File: config.mk
export PLATFORM = sky130hd
export DESIGN_NAME = cpu_irq_claim_if
export DESIGN_NICKNAME = d
export VERILOG_FILES = /design/src/rtl/cic_pkg.sv /design/src/rtl/cic_enable_bank.sv /design/src/rtl/cic_claim_arb.sv /design/src/rtl/cic_ipi_unit.sv /design/src/rtl/cpu_irq_claim_if.sv
export SDC_FILE = /design/constraint.sdc
export NUM_CORES = 1
export LEC_CHECK = 0
export BUFFER_PORTS_ARGS = -buffer_cell sky130_fd_sc_hd__buf_2
export CORE_ASPECT_RATIO = 1.4
export CORE_UTILIZATION = 51
export CTS_CLUSTER_SIZE = 10
export DETAILED_ROUTE_END_ITERATION = 7
export PLACE_DENSITY = 0.74
export SYNTH_ARGS = -nofsm -noshare
export SYNTH_HDL_FRONTEND = slang
export SYNTH_SLANG_ARGS = --single-unit
File: constraint.sdc
create_clock -name clk -period 2.6 [get_ports clk]
set_input_delay 0.52 -clock clk [delete_from_list [all_inputs] [get_ports clk]]
set_output_delay 0.52 -clock clk [all_outputs]
set_load 0.1 [all_outputs]
File: src/rtl/cic_pkg.sv
package cic_pkg;
   localparam logic [11:0] OFS_CTRL   = 12'h000;
   localparam logic [11:0] OFS_SIG    = 12'h060;
   localparam logic [11:0] OFS_CLAIM  = 12'h06C;
   localparam logic [11:0] OFS_EN_SET = 12'h0A0;
   localparam logic [11:0] OFS_EN_CLR = 12'h0A4;
   localparam logic [11:0] OFS_DONE   = 12'h0B4;
   localparam logic [31:0] NO_IRQ     = 32'hFFFF_FFFF;

   typedef enum logic [2:0] {
      OP_NONE, OP_CTRL_WR, OP_CTRL_RD, OP_SIG_WR,
      OP_CLAIM, OP_SET, OP_CLR, OP_DONE
   } cic_op_e;
endpackage

File: src/rtl/cic_enable_bank.sv
module cic_enable_bank #(
   parameter int N    = 64,
   parameter int ID_W = 6
) (
   input  logic            clk,
   input  logic            rst_n,
   input  logic            set_v,
   input  logic            clr_v,
   input  logic [ID_W-1:0] id,
   output logic [N-1:0]    en
);
   for (genvar i = 0; i < N; i++) begin : g_bit
      always_ff @(posedge clk or negedge rst_n) begin
         if (!rst_n)
            en[i] <= 1'b0;
         else if (set_v && id == ID_W'(i))
            en[i] <= 1'b1;
         else if (clr_v && id == ID_W'(i))
            en[i] <= 1'b0;
      end
   end
endmodule

File: src/rtl/cic_claim_arb.sv
module cic_claim_arb #(
   parameter int N    = 64,
   parameter int ID_W = 6
) (
   input  logic            clk,
   input  logic            rst_n,
   input  logic            gate,
   input  logic [N-1:0]    en,
   input  logic [N-1:0]    pend,
   input  logic            claim_rd,
   input  logic            done_v,
   input  logic [ID_W-1:0] done_id,
   output logic            irq,
   output logic            found,
   output logic [ID_W-1:0] sel_id,
   output logic [N-1:0]    active
);
   logic [N-1:0] cand;

   assign cand = en & pend & ~active & {N{gate}};
   assign irq  = |cand;

   // lowest number wins: scan downward so the last hit is the smallest
   always_comb begin
      found  = 1'b0;
      sel_id = '0;
      for (int i = N - 1; i >= 0; i--) begin
         if (cand[i]) begin
            found  = 1'b1;
            sel_id = ID_W'(i);
         end
      end
   end

   for (genvar i = 0; i < N; i++) begin : g_act
      always_ff @(posedge clk or negedge rst_n) begin
         if (!rst_n)
            active[i] <= 1'b0;
         else if (claim_rd && found && sel_id == ID_W'(i))
            active[i] <= 1'b1;
         else if (done_v && done_id == ID_W'(i))
            active[i] <= 1'b0;
      end
   end
endmodule

File: src/rtl/cic_ipi_unit.sv
module cic_ipi_unit #(
   parameter int NUM_CPU = 8
) (
   input  logic               clk,
   input  logic               rst_n,
   input  logic               sig_wr,
   input  logic [3:0]         sig_id,
   input  logic [7:0]         sig_mask,
   input  logic               rx,
   input  logic               taken,
   output logic               held,
   output logic               tx_valid,
   output logic [3:0]         tx_id,
   output logic [NUM_CPU-1:0] tx_mask
);
   logic [NUM_CPU-1:0] mask_w;

   if (NUM_CPU == 8) begin : g_full
      assign mask_w = sig_mask;
   end else begin : g_part
      logic [7-NUM_CPU:0] spare;
      assign mask_w = sig_mask[NUM_CPU-1:0];
      assign spare  = sig_mask[7:NUM_CPU];
   end

   always_ff @(posedge clk or negedge rst_n) begin
      if (!rst_n) begin
         held     <= 1'b0;
         tx_valid <= 1'b0;
         tx_id    <= '0;
         tx_mask  <= '0;
      end else begin
         // a fresh arrival wins over the claim that retires the old one
         held     <= rx | (held & ~taken);
         tx_valid <= sig_wr && (mask_w != '0);
         if (sig_wr) begin
            tx_id   <= sig_id;
            tx_mask <= mask_w;
         end
      end
   end
endmodule

File: src/rtl/cpu_irq_claim_if.sv
module cpu_irq_claim_if
   import cic_pkg::*;
#(
   parameter int NUM_IRQ = 64,
   parameter int NUM_CPU = 8,
   parameter int IPI_ID  = 15,
   parameter int ADDR_W  = 12
) (
   input  logic               clk,
   input  logic               rst_n,
   input  logic               bus_wr,
   input  logic               bus_rd,
   input  logic [ADDR_W-1:0]  bus_addr,
   input  logic [31:0]        bus_wdata,
   output logic [31:0]        bus_rdata,
   input  logic [NUM_IRQ-1:0] src_req,
   input  logic               ipi_rx,
   output logic               irq_out,
   output logic               ipi_tx_valid,
   output logic [3:0]         ipi_tx_id,
   output logic [NUM_CPU-1:0] ipi_tx_mask
);
   localparam int ID_W = $clog2(NUM_IRQ);

   if (NUM_IRQ < 2 || NUM_IRQ > 1024) begin : g_bad_n
      $error("NUM_IRQ out of range");
   end
   if (IPI_ID >= NUM_IRQ || IPI_ID > 15) begin : g_bad_ipi
      $error("IPI_ID must fit the 4-bit field and the ID space");
   end
   if (NUM_CPU < 1 || NUM_CPU > 8) begin : g_bad_cpu
      $error("NUM_CPU must be 1..8");
   end
   if (ADDR_W < 8) begin : g_bad_addr
      $error("ADDR_W too small for the register offsets");
   end

   cic_op_e             op;
   logic                ctrl_q;
   logic                id_ok;
   logic [ID_W-1:0]     wr_id;
   logic [NUM_IRQ-1:0]  en;
   logic [NUM_IRQ-1:0]  pend;
   logic [NUM_IRQ-1:0]  active;
   logic                found;
   logic [ID_W-1:0]     sel_id;
   logic                ipi_held;
   logic                claim_rd;

   assign id_ok    = bus_wdata < 32'(NUM_IRQ);
   assign wr_id    = bus_wdata[ID_W-1:0];
   assign claim_rd = (op == OP_CLAIM);

   always_comb begin
      op = OP_NONE;
      if (bus_wr) begin
         if (bus_addr == ADDR_W'(OFS_CTRL))        op = OP_CTRL_WR;
         else if (bus_addr == ADDR_W'(OFS_SIG))    op = OP_SIG_WR;
         else if (bus_addr == ADDR_W'(OFS_EN_SET)) op = OP_SET;
         else if (bus_addr == ADDR_W'(OFS_EN_CLR)) op = OP_CLR;
         else if (bus_addr == ADDR_W'(OFS_DONE))   op = OP_DONE;
      end else if (bus_rd) begin
         if (bus_addr == ADDR_W'(OFS_CTRL))        op = OP_CTRL_RD;
         else if (bus_addr == ADDR_W'(OFS_CLAIM))  op = OP_CLAIM;
      end
   end

   always_comb begin
      pend         = src_req;
      pend[IPI_ID] = src_req[IPI_ID] | ipi_held;
   end

   always_ff @(posedge clk or negedge rst_n) begin
      if (!rst_n) begin
         ctrl_q    <= 1'b0;
         bus_rdata <= '0;
      end else begin
         if (op == OP_CTRL_WR)
            ctrl_q <= bus_wdata[0];
         if (bus_rd && !bus_wr) begin
            case (op)
               OP_CTRL_RD: bus_rdata <= {31'd0, ctrl_q};
               OP_CLAIM:   bus_rdata <= found ? {{(32-ID_W){1'b0}}, sel_id} : NO_IRQ;
               default:    bus_rdata <= '0;
            endcase
         end
      end
   end

   cic_enable_bank #(.N(NUM_IRQ), .ID_W(ID_W)) u_en (
      .clk   (clk),
      .rst_n (rst_n),
      .set_v (op == OP_SET && id_ok),
      .clr_v (op == OP_CLR && id_ok),
      .id    (wr_id),
      .en    (en)
   );

   cic_claim_arb #(.N(NUM_IRQ), .ID_W(ID_W)) u_arb (
      .clk      (clk),
      .rst_n    (rst_n),
      .gate     (ctrl_q),
      .en       (en),
      .pend     (pend),
      .claim_rd (claim_rd),
      .done_v   (op == OP_DONE && id_ok),
      .done_id  (wr_id),
      .irq      (irq_out),
      .found    (found),
      .sel_id   (sel_id),
      .active   (active)
   );

   cic_ipi_unit #(.NUM_CPU(NUM_CPU)) u_ipi (
      .clk      (clk),
      .rst_n    (rst_n),
      .sig_wr   (op == OP_SIG_WR),
      .sig_id   (bus_wdata[3:0]),
      .sig_mask (bus_wdata[15:8]),
      .rx       (ipi_rx),
      .taken    (claim_rd && found && sel_id == ID_W'(IPI_ID)),
      .held     (ipi_held),
      .tx_valid (ipi_tx_valid),
      .tx_id    (ipi_tx_id),
      .tx_mask  (ipi_tx_mask)
   );
endmodule

=== Word-level counts from Yosys, hierarchy flattened ===
Cells that the tools add are included.

* Bits in registers: 175
* Bits in latches: 0
* Memory bits (writable): 0
* ROM bits: 0
* Bits of input ports: 113
* Output and inout bits: 46
* Word-level logic and storage cells: 1072
* Memories: 0

* Add/sub/neg operators: 0
* $mul: 0
* Div/mod/pow operators: 0
* Magnitude comparators: 1
* Eq/ne operators: 138
* Shifts and indexed selects: 0
* Muxes and demuxes: 395
* Bitwise logic cells: 8
* Reductions and logical operators: 396

{| class="wikitable"
|+ Operator list
! kind !! count
|-
| $eq 6x6->1 const B || 64
|-
| $mux 6 || 64
|-
| $mux 1 || 320
|-
| $logic_and 1x1->1 || 262
|-
| $reduce_bool 2->1 || 128
|-
| $and 64x64->64 || 3
|-
| $eq 6x5->1 const B || 32
|-
| $eq 6x4->1 const B || 16
|-
| $not 64->64 || 1
|-
| $pmux 32 s2 || 1
|-
| $reduce_or 64->1 || 1
|-
| $eq 6x3->1 const B || 8
|-
| $eq 12x8->1 const B || 3
|-
| $lt 32x7->1 const B || 1
|-
| $mux 32 || 1
|-
| $mux 3 || 9
|-
| $eq 12x7->1 const B || 2
|-
| $eq 6x2->1 const B || 4
|-
| $eq 3x3->1 const B || 4
|-
| $eq 6x1->1 const B || 2
|-
| $logic_not 12->1 || 1
|-
| $logic_not 6->1 || 2
|-
| $reduce_bool 8->1 || 1
|-
| $eq 3x2->1 const B || 2
|-
| other kinds (5) || 6
|}

=== Longest topological paths before layout ===
Gate-level depths: netlist of the first run.

* Depth after elaboration: 73
* Mapped depth: 13
* Depth with buffers taken out: 7

=== Hierarchy ===
Synthesis of the first run repeated with hierarchy kept, for this count alone.

* Cell total of the unflattened synthesis: 856
* Area total of the unflattened synthesis: 8354.3 um2

{| class="wikitable"
|+ By module, submodules not included
! module !! instances !! cells an instance !! area each (um2) !! seq. area each (um2)
|-
| cic_claim_arb || 1 || 483 || 4388.0 || 1601.5
|-
| cic_enable_bank || 1 || 233 || 2536.2 || 1601.5
|-
| cpu_irq_claim_if || 1 || 108 || 868.3 || 200.2
|-
| cic_ipi_unit || 1 || 32 || 561.8 || 350.3
|}

=== Worst setup path after synthesis of the first run ===
OpenSTA, ideal clock, no wires.

* Path kind: register to output
* Start point: register ctrl_q
* End point: output port irq_out
* Arrival time: 2559 ps
* Required time: 2080 ps
* Setup slack: -479 ps
* Cell stages (with the launch flop): 11
* Path buffers: 4
* Path through: dfrtp_1 buf_6 buf_6 and4b_1 clkbuf_1 nor2b_2 and3b_1 clkbuf_1 nand2_1 nor4_2 inv_1

* Cells in the longest elaborated chain, start to end: 2

{| class="wikitable"
|+ Ends and longest elaborated chain
! what !! line !! text
|-
| start, declared || cpu_irq_claim_if.sv:39 || <nowiki>logic ctrl_q;</nowiki>
|-
| start signal, assigned || cpu_irq_claim_if.sv:79 || <nowiki>ctrl_q <= bus_wdata[0];</nowiki>
|-
| $and 64x64->64 || cic_claim_arb.sv:20 || <nowiki>assign cand = en & pend & ~active & {N{gate}};</nowiki>
|-
| $reduce_or 64->1 || cic_claim_arb.sv:21 || <nowiki>assign irq = |cand;</nowiki>
|-
| end, declared || cpu_irq_claim_if.sv:18 || <nowiki>output logic irq_out,</nowiki>
|}

Every way passes these cells.

=== Worst setup path after layout of the first run ===
Ends and elaborated chain as after synthesis.

==> impl_metrics.json, run 1 <==
{
  "status": "complete, but fails checks",
  "failed_checks": "setup timing",
  "yosysMostFrequentCell": "o21ai_0",
  "fin_crit_ps": 3331,
  "cp.required_ps": 2080,
  "tritoncts": "built",
  "total_power_mw": 5.109,
  "timing.final.ws_setup_ps": -731.5,
  "first_pass_iters": 5,
  "clock-root-buffer": "clkbuf_16",
  "synth_edf_count": 0,
  "rsz0062_at_grt": "yes",
  "clk_pin_slew_ps": 60,
  "fp.dieW_um": 110.6,
  "pwr_density_cell_mw_per_mm2": 440.7,
  "antenna_found_initial": 0,
  "fin_cells": 1388,
  "relSlewSlack_pct": 49.28,
  "clock_latency_ps": 440,
  "start_util_pct": 52.09,
  "drive_above_1_share_pct": 39.61,
  "cpMaxStageDelayCell": "or4_4",
  "start_kind": "register",
  "antenna_left": 0,
  "viasPerCell": 6.591,
  "wl_mm": 32.37,
  "yosysWarningCount": 0,
  "hold_class": "in -> async",
  "cp_max_fo": 30,
  "yosysTopAreaCellShare_pct": 44.56,
  "grt_overflow": 0,
  "p_leak_nw": 5.432,
  "num_rows": 55,
  "slowest_delay_ps": 590,
  "clockBufferDepth": 2,
  "yosys.area.top_type": "dfrtp_1",
  "nets": 1289,
  "synth_area_mm2": 0.008423,
  "drc_errors": 0,
  "r2r_start": "ctrl_q$_DFFE_PN0N_",
  "period_share_pct": 128.1,
  "worstPathCellList": "buf_12 > buf_12 > nand4b_1 > nand4_1 > or4_4 > nor4_4 > buf_4 > inv_4 > buf_12",
  "area.growth.synth_to_final_pct": 37.64,
  "clock_sinks": 150,
  "track_usage_pct": 38.13,
  "fillerInstances": 1185,
  "ys_seq_elements": 150,
  "grt_max_degree": 65,
  "dp.cells": 1339,
  "end_kind": "output port",
  "async_reset_ff_share_pct": 100.0,
  "synth_cell_types": 71,
  "vdd_ir_drop_max_uv": 463.7,
  "die-height_um": 154.1,
  "core_area_mm2": 0.01617,
  "maxCapViolations": 0,
  "gp_congestion": 1.007,
  "drtIter0Drc": 890,
  "fin_skew_ps": 10.38,
  "detail_route.wl_per_cell_um": 23.32,
  "synthTopCellsByCount": "233 x o21ai_0, 150 x dfrtp_1, 95 x nand2_1",
  "tightest_slew_ps": 760.9,
  "dieArea_mm2": 0.01704,
  "crit_arrival_ps": 2810,
  "cts_max_level": 4,
  "final_hold_viol_count": 0,
  "first_global_vias": 9149,
  "crit_type": "reg -> out",
  "syn_area_per_cell_um2": 9.318,
  "slew_viol_final": 0,
  "finalSetupViolCount": 70,
  "numCtsBuffers": 17,
  "reg2reg_to": "u_arb.active[55]$_DFFE_PN0P_",
  "r2r.worst_path.cells": 10,
  "grt_first_pass_wirelength_mm": 49.31,
  "synth_seq_area_share_pct": 44.56,
  "syn-num-nets": 1017,
  "syn_inst": 904,
  "synth.top_cells.by_area": "dfrtp_1 45%, o21ai_0 14%, nand4b_1 5.7%, nand2_1 4.2%, and4b_1 3.7%",
  "vias": 9148,
  "n_antenna_cell": 0,
  "portBuffers": 158,
  "rrSetupSlack_ps": -520,
  "synthFlopType": "dfrtp_1",
  "fmax_ghz": 0.3002,
  "ios": 159,
  "crit_top_cell": "buf_12",
  "post-dp-hpwl_mm": 22.40
}
critical path, delay by kind of cell, from the launching register on:
| kind | cells | cell delay (ps) |
|---|---|---|
| buffers and inverters | 5 | 710 |
| DFF | 1 | 450 |
| and+or+nand+nor | 4 | 1190 |
flip-flops by register name, summed over array words and instances (netlist names):
name,cells
u_en.en,64
u_ipi.tx_mask,8
u_ipi.tx_valid,1
u_ipi.held,1
u_ipi.tx_id,4
bus_rdata,7
ctrl_q,1
u_arb.active,64
through the flow:
stage | TNS [ps] | hold WS [ps] | utilization [%] | setup WS (ps) | area [um2]
floorplan | -858.0 | 224.4 | - | -479.4 | 8448
global placement | -21460 | 453.5 | 63.78 | -387.5 | 10310
detailed placement | -24200 | 454.0 | 63.78 | -460.0 | 10310
CTS | -22030 | 101.6 | 70.43 | -616.6 | 11390
global route | -29340 | 124.8 | 71.69 | -800.3 | 11590
finish | -25990 | 79.61 | 71.69 | -731.5 | 11590
cell type report:
type	instances	area [um2]	area share (%)
Clock buffer	19	442.9	3.820
Tap cell	199	249.0	2.148
Clock inverter	13	146.4	1.263
Inverter	5	21.27	0.1835
Sequential cell	150	3755	32.39
Timing Repair Buffer	325	2296	19.80
Multi-Input combinational cell	677	4683	40.40
what timing repair did:
item | 4_1_cts | 5_1_grt
cloned | 2 | 0
resized for setup | 107 | 35
pin swaps | 23 | 7
hold buffers | 0 | 0
setup endpoints to repair | 70 | 70
buffers inserted | 10 | 5
cells in the final DEF (no fill, tap or decap), types with 5 or more instances in the layout:
cell type | Yosys | routed
o21ai_1 | 9 | 21
and4_1 | 6 | 6
o31ai_2 | 0 | 12
nor2_1 | 32 | 30
nand2_1 | 95 | 93
o21ai_0 | 233 | 202
nor3_1 | 12 | 10
nand4_1 | 18 | 18
nor4_1 | 13 | 11
buf_12 | 0 | 12
and2_1 | 6 | 6
mux2_2 | 13 | 13
buf_4 | 29 | 140
o31ai_4 | 0 | 5
dfrtp_1 | 150 | 149
and4b_1 | 31 | 27
o211ai_1 | 8 | 8
nand3_1 | 12 | 9
buf_2 | 4 | 156
buf_6 | 7 | 15
nand2b_1 | 8 | 7
a21oi_1 | 10 | 8
o21ai_2 | 1 | 19
o31ai_1 | 31 | 14
nand4b_1 | 55 | 55
clkbuf_16 | 0 | 17
metal layers:
layer | routed length (um) | track usage (%) | vias up
met3 | 2534 | 7.134 | 184
met2 | 15870 | 64.98 | 602
met5 | 0 | 0 | -
met1 | 11640 | 43.56 | 4370
li1 | - | - | 3992
met4 | 2328 | 25.40 | 0
how the worst max path moves through the flow:
| stage | from | to | slack [ps] | depth (start not counted) |
|---|---|---|---|---|
| global route | ctrl_q$_DFFE_PN0N_ | irq_out | -800 | 9 |
| global placement | ctrl_q$_DFFE_PN0N_ | irq_out | -390 | 9 |
| CTS | ctrl_q$_DFFE_PN0N_ | irq_out | -620 | 8 |
| floorplan | ctrl_q$_DFFE_PN0N_ | irq_out | -480 | 10 |
| detailed placement | ctrl_q$_DFFE_PN0N_ | u_arb.active[21]$_DFFE_PN0P_ | -460 | 10 |
| finish | ctrl_q$_DFFE_PN0N_ | irq_out | -730 | 9 |
cell families after synthesis:
family	share of synthesized area [%]
AO/OA/AOI/OAI	23.22
AND/OR/NAND/NOR	24.97
flip-flops	44.56
buffers and inverters	5.407
multiplexers	1.738
XOR/XNOR	0.1040
power breakdown:
| part | internal [mW] | total (mW) | switching [mW] |
|---|---|---|---|
| sequential | 2.33 | 2.33 | 0.000585 |
| combinational | 0.101 | 0.273 | 0.172 |
| clock | 1.45 | 2.50 | 1.05 |
Note: power is estimated with default switching activity, not from simulation.
==> run 2, diff against run 1 <==
- CELL_PAD_IN_SITES_DETAIL_PLACEMENT: default -> 0
- CELL_PAD_IN_SITES_GLOBAL_PLACEMENT: default -> 2
- CORE_UTILIZATION: 51 -> 31
==> impl_metrics.json, run 2 (same netlist as run 1, synthesis figures left out) <==
{
  "wl_mm": 35.85,
  "grt_max_degree": 65,
  "fin_crit_ps": 3347,
  "tightest_slew_ps": 605.9,
  "first_global_vias": 8915,
  "total_power_mw": 5.260,
  "reg_top3": "u_arb.active (64), u_en.en (64), u_ipi.tx_mask (8)",
  "mostFrequentLayoutCell": "o21ai_0",
  "fmax_ghz": 0.2988,
  "numCtsBuffers": 17,
  "vdd_ir_drop_max_uv": 406.2,
  "worstPathCellList": "buf_6 > buf_12 > nand4b_1 > nand4_1 > or4_4 > nor4_2 > buf_4 > inv_4 > buf_12",
  "track_usage_pct": 26.37,
  "start_util_pct": 31.40,
  "post-dp-hpwl_mm": 25.67,
  "antenna_left": 0,
  "grt_first_pass_wirelength_mm": 53.65,
  "core_area_mm2": 0.02683,
  "start_kind": "register",
  "pre_cts_slack_ps": -499.5,
  "drive_above_1_share_pct": 43.97,
  "area.growth.synth_to_final_pct": 49.64,
  "status": "complete, but fails checks",
  "dieArea_mm2": 0.02784,
  "nets": 1328,
  "end_kind": "output port",
  "timing.final.ws_setup_ps": -746.7,
  "cpMaxStageDelayCell": "or4_4",
  "clock-root-buffer": "clkbuf_16",
  "viasPerCell": 5.597,
  "fp.dieW_um": 141.3,
  "antenna_found_initial": 0,
  "hold_class": "in -> async",
  "ios": 159,
  "fin_cells": 1593,
  "p_leak_nw": 5.805,
  "drc_errors": 0,
  "fin_area_mm2": 0.01260,
  "fillerInstances": 2623,
  "detail_route.wl_per_cell_um": 22.50,
  "clk_pin_slew_ps": 70,
  "clock_sinks": 150,
  "cp_top_family": "simple AND/OR/NAND/NOR gates",
  "most-common-layout-cells": "205 x o21ai_0, 159 x buf_4, 156 x buf_2, 149 x dfrtp_1, 89 x nand2_1",
  "rsz0062_at_grt": "yes",
  "vias": 8916,
  "slowest_delay_ps": 580,
  "crit_buf_inv": 5,
  "clockBufferDepth": 2,
  "finalSetupViolCount": 71,
  "cts_max_level": 4,
  "die-height_um": 197.0,
  "crit_top_cell": "buf_12",
  "first_pass_iters": 5,
  "num_rows": 71,
  "final_hold_viol_count": 0,
  "crit_type": "reg -> out",
  "period_share_pct": 128.7,
  "setup-tns-final_ps": -28250,
  "tritoncts": "built",
  "clock_latency_ps": 450,
  "finish.utilization_pct": 46.98,
  "pwr_density_cell_mw_per_mm2": 417.3,
  "fin_skew_ps": 18.19,
  "dp.cells": 1517,
  "hold_ws_ps": 51.41,
  "slew_viol_final": 0,
  "drtIter0Drc": 583,
  "cp.required_ps": 2080,
  "maxCapViolations": 0,
  "placedInstanceArea_mm2": 0.01061,
  "portBuffers": 158,
  "failed_checks": "setup timing",
  "relSlewSlack_pct": 59.46,
  "crit_arrival_ps": 2830,
  "grt_overflow": 0,
  "n_antenna_cell": 0,
  "cp_max_fo": 5,
  "gp_congestion": 0.9607
}
[run 2: cell count changes in the layout (fill, tap and decap cells not counted), sizes merged]
cell / previous run / this run
bufbuf: 0 / 1
clkbuf: 19 / 18
bufinv: 2 / 3
inv: 8 / 7
clkinvlp: 2 / 3
buf: 325 / 363
[run 2: final timing paths]
path | from | endpoint | slack, ps | cells past startpoint
max | ctrl_q$_DFFE_PN0N_ | irq_out | -750 | 9
min reg2reg | bus_rdata[3]$_DFFE_PN0P_ | bus_rdata[3]$_DFFE_PN0P_ | 480 | 2
max reg2reg | ctrl_q$_DFFE_PN0N_ | u_arb.active[55]$_DFFE_PN0P_ | -670 | 12
min in group clk | bus_wdata[15] | u_ipi.tx_mask[7]$_DFFE_PN0P_ | 320 | 2
max in group asynchronous | rst_n | u_en.en[56]$_DFFE_PN0P_ | 1850 | 2
min | rst_n | u_en.en[36]$_DFFE_PN0P_ | 50 | 1
[run 2: power by group]
part | internal (mW) | switching [mW] | total (mW)
clock network | 1.54 | 1.09 | 2.63
logic | 0.110 | 0.185 | 0.295
registers | 2.33 | 0.000520 | 2.33
[run 2: per-layer routing]
layer	share of wire (%)	vias up	global-route usage, %
li1	-	4074	-
met1	39	4406	30.59
met2	51	348	46.37
met3	4.6	88	3.515
met4	5.6	0	15.22
met5	0	-	0
[run 2: cell type report]
class	count	area, um2	area share (%)
clock buffers	18	439.2	3.484
clock inverters	14	175.2	1.390
inverters	5	21.27	0.1688
multi-input cells	677	5017	39.81
flip-flops and latches	150	3755	29.79
well taps	365	456.7	3.623
repair buffers	364	2740	21.74
[run 2: timing repair]
item	4_1_cts	5_1_grt
gates cloned	5	0
resized for setup	166	56
pin swaps	69	27
endpoints found under the setup margin	70	70
setup buffers	32	18
hold buffers	0	0
[run 2: worst reg2reg max path: stages (launching register included)]
cell	delay, ps
dfrtp_2	450
buf_6	150
buf_12	140
buf_8	120
nand4b_1	210
nand4_1	250
or4_4	510
buf_6	140
nand4b_4	220
nor3b_2	340
buf_4	180
nand2_1	170
o31ai_1	280
==> run 3, diff against run 2 <==
- CORE_UTILIZATION: 31 -> 34
- PLACE_DENSITY: 0.74 -> 0.77
- SETUP_SLACK_MARGIN: default -> 0.5
- clock period: 2.6 -> 3.1 ns (I/O delays scaled with it)
==> impl_metrics.json, run 3 (same netlist as run 1, synthesis figures left out) <==
{
  "placedInstanceArea_mm2": 0.01011,
  "clockBufferDepth": 2,
  "vdd_ir_drop_max_uv": 380.7,
  "antenna_left": 0,
  "cp.required_ps": 2480,
  "cp_top_family": "simple AND/OR/NAND/NOR gates",
  "crit_type": "reg -> out",
  "reg_top3": "u_arb.active (64), u_en.en (64), u_ipi.tx_mask (8)",
  "rsz0062_at_grt": "yes",
  "cts_max_level": 4,
  "r2r_start": "ctrl_q$_DFFE_PN0N_",
  "dieArea_mm2": 0.02542,
  "fp.dieW_um": 135.0,
  "crit_arrival_ps": 2890,
  "drc_errors": 0,
  "ios": 159,
  "tightest_slew_ps": 784.9,
  "nets": 1259,
  "clk_pin_slew_ps": 70,
  "detail_route.wl_per_cell_um": 22.81,
  "wl_mm": 33.51,
  "most-common-layout-cells": "201 x o21ai_0, 156 x buf_2, 149 x dfrtp_1, 106 x buf_4, 93 x nand2_1",
  "slew_viol_final": 0,
  "timing.final.ws_setup_ps": -414.2,
  "core_area_mm2": 0.02414,
  "clock_sinks": 150,
  "track_usage_pct": 27.00,
  "vias": 8416,
  "maxCapViolations": 0,
  "finalSetupViolCount": 66,
  "failed_checks": "setup timing",
  "grt_max_degree": 65,
  "gp_congestion": 0.9371,
  "start_util_pct": 34.89,
  "fin_skew_ps": 9.083,
  "crit_top_cell": "buf_4",
  "viasPerCell": 5.729,
  "grt_first_pass_wirelength_mm": 50.12,
  "relSlewSlack_pct": 47.67,
  "fin_area_mm2": 0.01173,
  "clock_latency_ps": 440,
  "clock-root-buffer": "clkbuf_16",
  "finish.utilization_pct": 48.59,
  "p_leak_nw": 5.399,
  "worstPathCellList": "buf_12 > buf_4 > nand4b_1 > nand4_1 > or4_4 > nor4_4 > buf_4 > inv_1 > buf_6",
  "first_pass_iters": 5,
  "start_kind": "register",
  "crit_buf_inv": 5,
  "area.growth.synth_to_final_pct": 39.26,
  "die-height_um": 188.2,
  "mostFrequentLayoutCell": "o21ai_0",
  "first_global_vias": 8431,
  "drtIter0Drc": 577,
  "tritoncts": "built",
  "post-dp-hpwl_mm": 23.96,
  "status": "complete, but fails checks",
  "final_hold_viol_count": 0,
  "critPathLaunch": "ctrl_q$_DFFE_PN0N_",
  "fin_crit_ps": 3514,
  "total_power_mw": 4.477,
  "fmax_ghz": 0.2846,
  "num_rows": 67,
  "antenna_found_initial": 0,
  "drive_above_1_share_pct": 38.83,
  "slowest_delay_ps": 610,
  "period_share_pct": 113.4,
  "numCtsBuffers": 17,
  "n_antenna_cell": 0,
  "hold_ws_ps": 30.14,
  "cpMaxStageDelayCell": "or4_4",
  "cp_max_fo": 16,
  "grt_overflow": 0,
  "hold_class": "in -> async",
  "pwr_density_cell_mw_per_mm2": 381.7,
  "portBuffers": 158,
  "end_kind": "output port"
}
## run 3: cell types whose count changed in the layout (fill, tap and decap cells not counted), sizes merged
| cell | previous run | this run |
|---|---|---|
| inv | 7 | 11 |
| buf | 363 | 292 |
| bufinv | 3 | 4 |
| clkinv | 6 | 3 |
| o21bai | 1 | 2 |
| clkinvlp | 3 | 2 |
## run 3: final cells by class
type / count / area [um2]
clock buffer: 17 / 425.4
clock inverter: 15 / 217.7
fill: 2306 / 12410
inverter: 5 / 18.77
multi-input combinational: 678 / 4828
sequential: 150 / 3755
tap: 310 / 387.9
timing repair buffer: 294 / 2097
## run 3: stage by stage
| stage | setup WS (ps) | std cells | setup TNS [ps] |
|---|---|---|---|
| after global placement | -71.42 | 1404 | -71.42 |
| after CTS | -376.4 | 1463 | -4104 |
| after floorplan | -79.41 | 904 | -79.41 |
| final | -414.2 | 1469 | -7814 |
| after detailed placement | -141.1 | 1404 | -257.5 |
| after global routing | -468.4 | 1469 | -12040 |
## run 3: path summary, 6_finish.rpt
check / endpoint / slack [ps] / cells past startpoint
worst max-delay path: irq_out / -410 / 9
worst min-delay path: u_ipi.tx_mask[7]$_DFFE_PN0P_ / 30 / 1
worst max register to register: u_arb.active[28]$_DFFE_PN0P_ / -220 / 18
worst min register to register: bus_rdata[2]$_DFFE_PN0P_ / 480 / 2
max in group asynchronous: u_en.en[35]$_DFFE_PN0P_ / 2330 / 2
min in group clk: u_ipi.tx_mask[4]$_DFFE_PN0P_ / 420 / 2
## run 3: timing repair
action / 4_1_cts / 5_1_grt
setup buffers: 24 / 5
resized for setup: 98 / 57
gates cloned: 3 / 1
setup endpoints to repair: 69 / 71
endpoints found under the hold margin: 0 / 0
pin swaps: 36 / 30
hold buffers: 0 / 0
## run 3: where the power goes
group / internal [mW] / total [mW] / switching [mW] / leakage (nW)
clock network: 1.37 / 2.29 / 0.923 / 0.310
registers: 1.96 / 1.96 / 0.000371 / 2.09
logic: 0.0806 / 0.226 / 0.145 / 3.00
## run 3: metal layers
layer	vias to the layer above	global-route usage (%)	share of wire (%)
met2	297	46.71	51
li1	3950	-	-
met5	-	0	0
met3	72	4.654	5.6
met1	4097	31.75	39
met4	0	13.92	4.7
